$ cat src/rtl/fpsc_pkg.sv
package fpsc_pkg;
   localparam int REG_W   = 64;
   localparam int N_CAUSE = 13;
   localparam int N_RES   = 7;
   localparam int N_CTL   = 11;
   localparam int N_EN    = 5;

   localparam int FX_MSB0  = 32;
   localparam int FEX_MSB0 = 33;
   localparam int VX_MSB0  = 34;
   localparam int FIRST_INV_CAUSE = 4;

   typedef struct packed {
      logic [2:0] drn;
      logic [4:0] en;
      logic       ni;
      logic [1:0] rn;
   } ctl_fields_t;

   // Convert a big-endian bit number into a vector index.
   function automatic int lsb(input int msb0);
      return REG_W - 1 - msb0;
   endfunction

   // MSB0 location of cause index k.
   function automatic int cause_msb0(input int k);
      return (k < 10) ? 35 + k : 43 + k;
   endfunction

   // Bits that storage may hold (reserved and derived bits excluded).
   function automatic logic [REG_W-1:0] store_mask();
      logic [REG_W-1:0] m;
      m = '0;
      for (int b = 29; b < REG_W; b++)
         if (b != FEX_MSB0 && b != VX_MSB0 && b != 52)
            m[lsb(b)] = 1'b1;
      return m;
   endfunction
endpackage

$ cat src/rtl/fpsc_merge.sv
module fpsc_merge
   import fpsc_pkg::*;
#(
   parameter int W  = REG_W,
   parameter int NC = N_CAUSE
) (
   input  logic [W-1:0]     cur,
   input  logic             wr_all_en,
   input  logic [W-1:0]     wr_all_data,
   input  logic             exc_wr_en,
   input  logic [NC-1:0]    exc_wr_val,
   input  logic             exc_wr_fx,
   input  logic             res_wr_en,
   input  logic [N_RES-1:0] res_wr_val,
   input  logic             ctl_wr_en,
   input  ctl_fields_t      ctl_wr_val,
   input  logic             stk_en,
   input  logic [NC-1:0]    stk_bits,
   output logic [W-1:0]     nxt
);
   localparam logic [W-1:0] KEEP = store_mask();

   always_comb begin
      logic [W-1:0] s;
      logic         fresh;
      s     = wr_all_en ? (wr_all_data & KEEP) : cur;
      fresh = 1'b0;
      if (exc_wr_en) begin
         for (int k = 0; k < NC; k++)
            s[lsb(cause_msb0(k))] = exc_wr_val[k];
         s[lsb(FX_MSB0)] = exc_wr_fx;
      end
      if (res_wr_en)
         for (int k = 0; k < N_RES; k++)
            s[lsb(51 - k)] = res_wr_val[k];
      if (ctl_wr_en) begin
         for (int k = 0; k < 2; k++)
            s[lsb(63 - k)] = ctl_wr_val.rn[k];
         s[lsb(61)] = ctl_wr_val.ni;
         for (int k = 0; k < N_EN; k++)
            s[lsb(60 - k)] = ctl_wr_val.en[k];
         for (int k = 0; k < 3; k++)
            s[lsb(31 - k)] = ctl_wr_val.drn[k];
      end
      if (stk_en) begin
         for (int k = 0; k < NC; k++) begin
            if (stk_bits[k] && !s[lsb(cause_msb0(k))])
               fresh = 1'b1;
            s[lsb(cause_msb0(k))] = s[lsb(cause_msb0(k))] | stk_bits[k];
         end
         if (fresh)
            s[lsb(FX_MSB0)] = 1'b1;
      end
      nxt = s;
   end
endmodule

$ cat src/rtl/fpsc_summary.sv
module fpsc_summary
   import fpsc_pkg::*;
#(
   parameter int W  = REG_W,
   parameter int NC = N_CAUSE
) (
   input  logic [W-1:0] word,
   output logic         vx,
   output logic         fex
);
   logic [NC-1:0] cause;

   for (genvar k = 0; k < NC; k++) begin : g_cause
      assign cause[k] = word[lsb(cause_msb0(k))];
   end

   assign vx  = |cause[NC-1:FIRST_INV_CAUSE];
   assign fex = (vx       & word[lsb(56)]) |
                (cause[0] & word[lsb(57)]) |
                (cause[1] & word[lsb(58)]) |
                (cause[2] & word[lsb(59)]) |
                (cause[3] & word[lsb(60)]);
endmodule

$ cat src/rtl/fpsc_decode.sv
module fpsc_decode
   import fpsc_pkg::*;
#(
   parameter int W = REG_W
) (
   input  logic [W-1:0]    word,
   output logic [1:0]      rnd_mode,
   output logic [2:0]      dec_rnd_mode,
   output logic            non_ieee,
   output logic [N_EN-1:0] exc_enables
);
   assign rnd_mode     = {word[lsb(62)], word[lsb(63)]};
   assign dec_rnd_mode = {word[lsb(29)], word[lsb(30)], word[lsb(31)]};
   assign non_ieee     = word[lsb(61)];

   for (genvar k = 0; k < N_EN; k++) begin : g_en
      assign exc_enables[k] = word[lsb(60 - k)];
   end
endmodule

$ cat src/rtl/fp_status_ctl.sv
module fp_status_ctl
   import fpsc_pkg::*;
#(
   parameter int WORD_W    = REG_W,
   parameter int CAUSE_CNT = N_CAUSE
) (
   input  logic                 clk,
   input  logic                 rst,
   input  logic                 wr_all_en,
   input  logic [WORD_W-1:0]    wr_all_data,
   input  logic                 exc_wr_en,
   input  logic [CAUSE_CNT-1:0] exc_wr_val,
   input  logic                 exc_wr_fx,
   input  logic                 res_wr_en,
   input  logic [N_RES-1:0]     res_wr_val,
   input  logic                 ctl_wr_en,
   input  logic [N_CTL-1:0]     ctl_wr_val,
   input  logic                 stk_en,
   input  logic [CAUSE_CNT-1:0] stk_bits,
   output logic [WORD_W-1:0]    fpscr_q,
   output logic [1:0]           rnd_mode,
   output logic [2:0]           dec_rnd_mode,
   output logic                 non_ieee,
   output logic [N_EN-1:0]      exc_enables
);
   localparam logic [WORD_W-1:0] RSVD = ~(store_mask() |
      (64'd1 << lsb(VX_MSB0)) | (64'd1 << lsb(FEX_MSB0)));

   if (WORD_W != REG_W) begin : g_bad_width
      $error("fp_status_ctl: WORD_W must be 64");
   end
   if (CAUSE_CNT != N_CAUSE) begin : g_bad_causes
      $error("fp_status_ctl: CAUSE_CNT must be 13");
   end

   logic [WORD_W-1:0] stored;
   logic [WORD_W-1:0] nxt;
   logic              vx;
   logic              fex;

   fpsc_merge #(.W(WORD_W), .NC(CAUSE_CNT)) u_merge (
      .cur        (stored),
      .wr_all_en  (wr_all_en),
      .wr_all_data(wr_all_data),
      .exc_wr_en  (exc_wr_en),
      .exc_wr_val (exc_wr_val),
      .exc_wr_fx  (exc_wr_fx),
      .res_wr_en  (res_wr_en),
      .res_wr_val (res_wr_val),
      .ctl_wr_en  (ctl_wr_en),
      .ctl_wr_val (ctl_fields_t'(ctl_wr_val)),
      .stk_en     (stk_en),
      .stk_bits   (stk_bits),
      .nxt        (nxt)
   );

   always_ff @(posedge clk) begin
      if (rst) stored <= '0;
      else     stored <= nxt;
   end

   fpsc_summary #(.W(WORD_W), .NC(CAUSE_CNT)) u_summary (
      .word(stored),
      .vx  (vx),
      .fex (fex)
   );

   always_comb begin
      fpscr_q                = stored;
      fpscr_q[lsb(VX_MSB0)]  = vx;
      fpscr_q[lsb(FEX_MSB0)] = fex;
   end

   fpsc_decode #(.W(WORD_W)) u_decode (
      .word        (stored),
      .rnd_mode    (rnd_mode),
      .dec_rnd_mode(dec_rnd_mode),
      .non_ieee    (non_ieee),
      .exc_enables (exc_enables)
   );

   logic [CAUSE_CNT-1:0] cause_q;
   for (genvar k = 0; k < CAUSE_CNT; k++) begin : g_cq
      assign cause_q[k] = fpscr_q[lsb(cause_msb0(k))];
   end


   rst_clear_chk: assert property (@(posedge clk) rst |=> fpscr_q == '0);


   rsvd_zero_chk: assert property (@(posedge clk) disable iff (rst)
      (fpscr_q & RSVD) == '0);


   fex_cause_chk: assert property (@(posedge clk) disable iff (rst)
      fpscr_q[lsb(FEX_MSB0)] |-> (fpscr_q[lsb(VX_MSB0)] | (|cause_q[3:0])));


   fx_hold_chk: assert property (@(posedge clk) disable iff (rst)
      (!wr_all_en && !exc_wr_en && !stk_en) |=> $stable(fpscr_q[lsb(FX_MSB0)]));


   ctl_hold_chk: assert property (@(posedge clk) disable iff (rst)
      (!wr_all_en && !ctl_wr_en) |=>
      $stable({dec_rnd_mode, exc_enables, non_ieee, rnd_mode}));


   sticky_keep_chk: assert property (@(posedge clk) disable iff (rst)
      (stk_en && !wr_all_en && !exc_wr_en) |=>
      ((cause_q & $past(cause_q | stk_bits)) == $past(cause_q | stk_bits)));


   fx_raise_chk: assert property (@(posedge clk) disable iff (rst)
      (stk_en && !wr_all_en && !exc_wr_en && ((stk_bits & ~cause_q) != '0))
      |=> fpscr_q[lsb(FX_MSB0)]);
endmodule

$ cat config.mk
export PLATFORM = sky130hd
export DESIGN_NAME = fp_status_ctl
export DESIGN_NICKNAME = d
export VERILOG_FILES = /design/src/rtl/fpsc_pkg.sv /design/src/rtl/fpsc_merge.sv /design/src/rtl/fpsc_summary.sv /design/src/rtl/fpsc_decode.sv /design/src/rtl/fp_status_ctl.sv
export SDC_FILE = /design/constraint.sdc
export NUM_CORES = 1
export LEC_CHECK = 0
export ABC_AREA = 1
export BUFFER_PORTS_ARGS = -buffer_cell sky130_fd_sc_hd__clkbuf_2
export CAP_MARGIN = 20
export CELL_PAD_IN_SITES_DETAIL_PLACEMENT = 0
export CELL_PAD_IN_SITES_GLOBAL_PLACEMENT = 2
export CORE_MARGIN = 3
export CORE_UTILIZATION = 18
export DETAILED_ROUTE_END_ITERATION = 6
export GPL_TIMING_DRIVEN = 0
export PLACE_DENSITY_LB_ADDON = 0.1
export REMOVE_ABC_BUFFERS = 1
export SYNTH_ARGS = -nofsm -noshare
export SYNTH_HDL_FRONTEND = slang
export SYNTH_SLANG_ARGS = --single-unit
$ cat constraint.sdc
create_clock -name clk -period 2.6 [get_ports clk]
set_input_delay 0.52 -clock clk [delete_from_list [all_inputs] [get_ports clk]]
set_output_delay 0.52 -clock clk [all_outputs]
set_load 0.03 [all_outputs]
# ---- Yosys cells after proc, flatten, opt, wreduce, memory -nomap -nowiden
# Cells that the tools add are included.
dict set report word_totals {
  ff_bits 32
  out_inout_bits 75
}
dict set report classes {
  muxes 25
  bitwise_logic 22
  reduce_logical 29
}
# op count
set op_table {}
lappend op_table {{$mux W35} 1}
lappend op_table {{$mux W10} 2}
lappend op_table {{$mux W1} 17}
lappend op_table {{$or A1 B1 Y1} 17}
lappend op_table {{$logic_and A1 B1 Y1} 13}
lappend op_table {{$logic_not A1 Y1} 13}
lappend op_table {{$mux W3} 3}
lappend op_table {{$reduce_or A9 Y1} 1}
lappend op_table {{$mux W8} 1}
lappend op_table {{$mux W7} 1}
lappend op_table {{$and A1 B1 Y1} 5}
lappend op_table {{$reduce_bool A2 Y1} 2}

# ---- Logic depth before layout (Yosys ltp)
# Gate-level depths: netlist of the first run.
dict set report logic_depth {
  ltp_word 20
  mapped_depth 13
  depth_no_buf 11
}

# ---- By module
# Synthesis of the first run repeated with hierarchy kept, for this count alone.
dict set report hier_totals {
  cells_unflattened 579
  area_unflattened_um2 3693.5
}
# mod instances cells_per_inst area_each_um2
set modules_own_cells {}
lappend modules_own_cells {fp_status_ctl 1 263 2321.0}
lappend modules_own_cells {fpsc_merge 1 289 1219.9}
lappend modules_own_cells {fpsc_decode 1 11 82.6}
lappend modules_own_cells {fpsc_summary 1 16 70.1}

# ---- Worst setup path before layout of the first run
# No wires, ideal clock.
dict set report synth_timing {
  path_type {flip-flop to output port}
  start {register stored[22]}
  end {output fpscr_q[30]}
  arrival_ns 1.096
  setup_slack_ns 0.984
  stages_incl_launch_ff 6
  path_buffers 1
  cell_sequence {dfxtp_1 > nor4_1 > nand4_1 > nand2_1 > nand2_1 > buf_4}
}
dict set report synth_via {
  elab_chain_cells 6
}
# element line_no
set synth_rtl {}
lappend synth_rtl {{from (decl)} fp_status_ctl.sv:36} ;# logic [WORD_W-1:0] stored;
lappend synth_rtl {{from (signal assigned)} fp_status_ctl.sv:59} ;# else stored <= nxt;
lappend synth_rtl {{$reduce_or A9 Y1} fpsc_summary.sv:17} ;# assign vx = |cause[NC-1:FIRST_INV_CAUSE];
lappend synth_rtl {{net u_summary.vx} fpsc_summary.sv:8} ;# output logic vx,
lappend synth_rtl {{$and A1 B1 Y1} fpsc_summary.sv:18} ;# assign fex = (vx & word[lsb(56)]) |
lappend synth_rtl {{$or A1 B1 Y1} fpsc_summary.sv:18}
lappend synth_rtl {{$or A1 B1 Y1} fpsc_summary.sv:19} ;# (cause[0] & word[lsb(57)]) |
lappend synth_rtl {{$or A1 B1 Y1} fpsc_summary.sv:20} ;# (cause[1] & word[lsb(58)]) |
lappend synth_rtl {{$or A1 B1 Y1} fpsc_summary.sv:21} ;# (cause[2] & word[lsb(59)]) |
lappend synth_rtl {{to (decl)} fp_status_ctl.sv:20} ;# output logic [WORD_W-1:0] fpscr_q,
# The timed path passes the listed nets, and every way through them passes these cells.

# ---- Final worst setup path of the first run
dict set report layout_timing {
  start {register stored[22]}
  end {output fpscr_q[30]}
}
dict set report layout_via {
  elab_chain_cells 6
}
# element line_no
set layout_rtl {}
lappend layout_rtl {{$reduce_or A9 Y1} fpsc_summary.sv:17}
lappend layout_rtl {{$and A1 B1 Y1} fpsc_summary.sv:18}
lappend layout_rtl {{$or A1 B1 Y1} fpsc_summary.sv:18}
lappend layout_rtl {{$or A1 B1 Y1} fpsc_summary.sv:19}
lappend layout_rtl {{$or A1 B1 Y1} fpsc_summary.sv:20}
lappend layout_rtl {{$or A1 B1 Y1} fpsc_summary.sv:21}
# No other way between the ends.

==> results.json, run 1 <==
{
  "path_cells": "nor4_1, nand4_1, nand2_1, nand2_1, clkbuf_2",
  "drv_cap": 0,
  "final_common_cell": "clkbuf_2",
  "synth_cells": 296,
  "via_per_inst": 4.03,
  "placed_cells": 536,
  "synth-compound-area-share": 0.162,
  "crit_buf_inv": 1,
  "power_frac_comb": 0.280,
  "antenna_left": 0,
  "synthMuxAreaShare": 0,
  "placementRows": 38,
  "r2r_cells": 11,
  "p_sw_frac": 0.348,
  "clk_pin_slew_ps": 60,
  "cpLargestDelayFamily": "simple AND/OR/NAND/NOR gates",
  "seq_power_share": 0.344,
  "cp.required_ps": 2080,
  "synthTopCellsByArea": "dfxtp_1 31%, buf_4 16%, nand2_1 12%",
  "rsz0062_at_grt": "false",
  "fin_crit_ps": 2110,
  "crit_path_frequent_cell": "nand2_1",
  "cts_tree": "done",
  "status": "finished clean",
  "syn2layout_area_growth_pct": 31.2,
  "grt_pass1_vias": 2202,
  "synth_top_area_cell": "dfxtp_1",
  "r2r_end": "stored[31]",
  "start_util": 0.188,
  "start_kind": "flop",
  "crit_type": "reg -> out",
  "clock_power_share": 0.376,
  "p_total_w": 0.00164,
  "yosysWarnings": 0,
  "drt-wirelength-per-cell_um": 14.0,
  "grt_max_degree": 32,
  "reg2reg_slack_ps": 1340,
  "synthSimpleGateAreaFrac": 0.267,
  "pwr_density_cell_mw_per_mm2": 600,
  "synth_top_area_share": 0.308,
  "grt_use_total": 0.113,
  "cts_resized": 0,
  "via_count": 2188,
  "htreeDepth": 2,
  "synthesis.area_mm2": 0.00208,
  "slew_headroom": 0.599,
  "io_pins": 191,
  "synth-seq-area-share": 0.308,
  "holdBufCountCts": 0,
  "core_mm2": 0.0111,
  "cts_made_buffers": 5,
  "hold_path.class": "in -> reg",
  "worstSkewPairLatency_ps": 270,
  "fin_crit_sh": 0.812,
  "max_freq_ghz": 0.474,
  "antennaDiodeCount": 0,
  "cp_slowest_stage_delay_ps": 350,
  "synth_seq_cells": 32,
  "finalWirelength_um": 7580,
  "finalSetupViolations": 0,
  "cp_max_fo": 3,
  "min_to": "stored[4]",
  "synthDistinctLibCells": 26,
  "layout_common_cells": "128 x clkbuf_2, 66 x nand2_1, 32 x dfxtp_1",
  "post_cts_buffers": 0,
  "reg_top3": "stored x32",
  "power_leakage_nw": 1.47,
  "cts.sinks": 32,
  "grt_first_pass_wirelength_um": 11500,
  "peakVddDrop_v": 0.000261,
  "place.port_buffers": 128,
  "fp.dieH_um": 113,
  "worstMarginPinSlew_ps": 601,
  "die_w_um": 113,
  "synth_top_family_by_area": "simple AND/OR/NAND/NOR gates",
  "die-area_mm2": 0.0129,
  "worstReg2RegStart": "stored[21]",
  "slowest_stage": "nor4_1",
  "hold_viol_final": 0,
  "max_flop_register": "stored",
  "finClkSkew_ps": 0.983,
  "grt.overflow.total": 0,
  "hold_slack_ps": 478,
  "drive_above_1_share": 0.370,
  "synth.avg_cell_area_um2": 7.03,
  "gp_routability_congestion": 0.717,
  "fin_util": 0.246,
  "slew_viol_final": 0,
  "largest_reg_flops": 32,
  "antenna_found_initial": 0,
  "arrival_ps": 1590,
  "hold_path_depth": 3,
  "ctsRootBufferMaster": "clkbuf_16",
  "min_from": "wr_all_data[4]",
  "cp-end-kind": "primary output",
  "dp_hpwl_um": 5760,
  "drc": 0,
  "first_pass_iters": 4,
  "synthXorXnorAreaFrac": 0,
  "synthAdderAreaFrac": 0,
  "nNetsFinal": 519,
  "instances_no_fill": 543,
  "drt_first_iter_violations": 76,
  "switchingPower_w": 0.000570,
  "power.internal_w": 0.00107,
  "fin_tns_setup_ps": 0,
  "clockBufferDepth": 2
}
[per-layer routing]
layer / wire length [um] / share of wire / track usage
met5: 0 / 0 / 0
met4: 50 / 0.0066 / 0.0216
met3: 643 / 0.085 / 0.0350
met2: 3510 / 0.46 / 0.191
met1: 3380 / 0.45 / 0.143
[worst register-to-register path, delay by kind of cell, from the launching register on]
kind	cells	cell delay [ps]
AO/OA/AOI/OAI	1	50
buffers and inverters	2	100
flip-flops	1	370
AND/OR/NAND/NOR	8	620
[power by group through the flow]
stage                     clock network, W  registers (W)  logic (W)
after detailed placement                 0       0.000575   0.000465
after global placement                   0       0.000575   0.000466
final                             0.000617       0.000563   0.000459
after floorplan                          0       0.000670   0.000184
after CTS                         0.000643       0.000565   0.000467
after global routing              0.000656       0.000570   0.000503
[synth_stat cells, drive strengths merged]
cell type	number
a21oi	11
a221oi	1
a22o	1
a31oi	9
buf	52
clkbuf	5
conb	1
dfxtp	32
inv	28
nand2	70
nand3	24
nand4	1
nor2	18
nor3	12
nor4	1
o21ai	17
o221ai	12
or2	1
[metrics by stage]
stage / setup slack, ps / area, um2
finish: 490 / 2730
global route: 332 / 2730
CTS: 427 / 2730
detailed placement: 474 / 2580
global placement: 453 / 2580
floorplan: 685 / 1760
[cell families after synthesis]
family,Yosys count
flip-flops,32
buffers and inverters,85
AND/OR/NAND/NOR,127
AO/OA/AOI/OAI,51
other,1
[worst max-delay path by stage]
stage               start  cells after the start     endpoint  slack [ps]
6_report       stored[22]                      5  fpscr_q[30]         490
5_1_grt        stored[21]                      5  fpscr_q[30]         330
4_1_cts        stored[22]                      5  fpscr_q[30]         430
3_5_place_dp    wr_all_en                     12   stored[31]         470
3_3_place_gp    wr_all_en                     12   stored[31]         450
2_1_floorplan  stored[22]                      4  fpscr_q[30]         680
[final cells by class]
cell class,instances,area [um2]
fill,1282,8350
multi-input combinational,208,1000
sequential,32,641
timing repair buffer,128,641
tap,140,175
clock buffer,7,153
inverter,28,115
Power figures use the tool's default switching activity.
==> run 2, diff against run 1 <==
--- a/config.mk
+++ b/config.mk
@@ -11,7 +11,7 @@
 export CELL_PAD_IN_SITES_DETAIL_PLACEMENT = 0
 export CELL_PAD_IN_SITES_GLOBAL_PLACEMENT = 2
 export CORE_MARGIN = 3
-export CORE_UTILIZATION = 18
+export CORE_UTILIZATION = 15
 export DETAILED_ROUTE_END_ITERATION = 6
 export GPL_TIMING_DRIVEN = 0
 export PLACE_DENSITY_LB_ADDON = 0.1
==> constraint.sdc (replaced) <==
create_clock -name clk -period 1.9 [get_ports clk]
set_input_delay 0.38 -clock clk [delete_from_list [all_inputs] [get_ports clk]]
set_output_delay 0.38 -clock clk [all_outputs]
set_load 0.03 [all_outputs]
==> run 2 against run 1 <==
Critical path depth stayed put. Largest cell class unchanged. Hold slack worse by 140 ps. First-iteration DRC count is 42% higher. Flip-flop and latch count stayed put.
==> results.json, run 2 (same netlist as run 1, synthesis figures left out) <==
{
  "nFillCells": 1583,
  "syn2layout_area_growth_pct": 34.7,
  "finalSetupViolations": 0,
  "placementRows": 42,
  "cp.required_ps": 1520,
  "reg_top3": "stored x32",
  "grt_max_degree": 32,
  "cp-end-kind": "primary output",
  "multi_input_comb_area_mm2": 0.00102,
  "io_pins": 191,
  "slew_headroom": 0.590,
  "hold_slack_ps": 334,
  "finalWirelength_um": 8470,
  "placed_cells": 572,
  "largest_reg_flops": 32,
  "slowest_stage": "dfxtp_2",
  "p_total_w": 0.00221,
  "peakVddDrop_v": 0.000234,
  "cts_made_buffers": 5,
  "hold_viol_final": 0,
  "antenna_found_initial": 0,
  "instances_no_fill": 580,
  "max_flop_register": "stored",
  "final_common_cell": "clkbuf_2",
  "nNetsFinal": 520,
  "clockBufferDepth": 2,
  "hold_path.class": "in -> reg",
  "crit_type": "reg -> out",
  "cts_tree": "done",
  "pwr_density_cell_mw_per_mm2": 788,
  "fin_crit_sh": 0.972,
  "worstSkewPairLatency_ps": 280,
  "layout_common_cells": "125 x clkbuf_2, 65 x nand2_1, 30 x conb_1, 30 x dfxtp_1, 26 x inv_1",
  "place.port_buffers": 128,
  "die-area_mm2": 0.0153,
  "drt-wirelength-per-cell_um": 14.6,
  "pre_cts_ws_ps": -198,
  "cp_slowest_stage_delay_ps": 340,
  "cp_max_fo": 3,
  "drc": 0,
  "gp_routability_congestion": 0.723,
  "start_kind": "flop",
  "seq_area_um2": 643,
  "worstMarginPinSlew_ps": 614,
  "grt_first_pass_wirelength_um": 12200,
  "grt.overflow.total": 0,
  "path_cells": "nor4_4, nand4_1, nand2_1, nand2_2, buf_8",
  "antenna_left": 0,
  "core_mm2": 0.0134,
  "first_pass_iters": 4,
  "slew_viol_final": 0,
  "arrival_ps": 1470,
  "dp_hpwl_um": 6290,
  "cts.sinks": 32,
  "htreeDepth": 2,
  "ctsRootBufferMaster": "clkbuf_16",
  "status": "finished clean",
  "max_freq_ghz": 0.542,
  "fp.dieH_um": 124,
  "die_w_um": 124,
  "antennaDiodeCount": 0,
  "start_util": 0.155,
  "holdBufCountCts": 0,
  "rsz0062_at_grt": "true",
  "via_per_inst": 3.87,
  "fin_ws_ps": 53.9,
  "via_count": 2245,
  "grt_use_total": 0.106,
  "drv_cap": 0,
  "power_leakage_nw": 1.47,
  "drive_above_1_share": 0.379,
  "clk_pin_slew_ps": 60,
  "drt_first_iter_violations": 108,
  "finClkSkew_ps": 5.81,
  "grt_pass1_vias": 2192,
  "fin_crit_ps": 1850
}
==> run 2: stage by stage <==
stage,util,area (um2),setup TNS (ps)
CTS,0.209,2800,-91.8
detailed placement,0.196,2620,-252
global route,0.209,2800,-148
global placement,0.196,2620,-251
floorplan,-,1760,0
finish,0.209,2800,0
==> run 2: timing repair <==
| item | CTS | global route |
|---|---|---|
| cloned | 0 | 0 |
| gates resized for setup | 8 | 3 |
| endpoints found under the setup margin | 2 | 3 |
| pin swaps | 2 | 0 |
| endpoints found under the hold margin | 0 | 0 |
| setup buffers | 1 | 0 |
==> run 2: where the power goes <==
part           internal, W  switching [W]
Clock             0.000476       0.000303
Combinational     0.000199       0.000453
Sequential        0.000727      0.0000491
Total              0.00140       0.000806
==> run 2: metal layers <==
layer  track usage  up-vias  wire (um)
li1              -     1123          -
met1         0.141     1007       3960
met2         0.164      108       3700
met3        0.0313        7        705
met4        0.0339        0        109
met5             0        -          0
==> run 2: path summary, 6_finish.rpt <==
kind / start / to / slack, ps / cells after the start
max: stored[22] / fpscr_q[30] / 50 / 5
max reg2reg: stored[21] / stored[31] / 560 / 11
min reg2reg: stored[18] / stored[18] / 540 / 2
min: wr_all_data[32] / stored[32] / 330 / 3
==> run 2: final cells by class <==
cell class	instances	area share
Multi-Input combinational cell	208	0.365
Inverter	28	0.0411
Clock inverter	1	0.00179
Timing Repair Buffer	129	0.238
Tap cell	176	0.0786
Sequential cell	32	0.230
Clock buffer	6	0.0460
==> run 2: worst max-delay path, delay by kind of cell (launching register included) <==
family	cells	cell delay (ps)
buffers and inverters	1	150
flip-flops	1	340
AND/OR/NAND/NOR	4	700
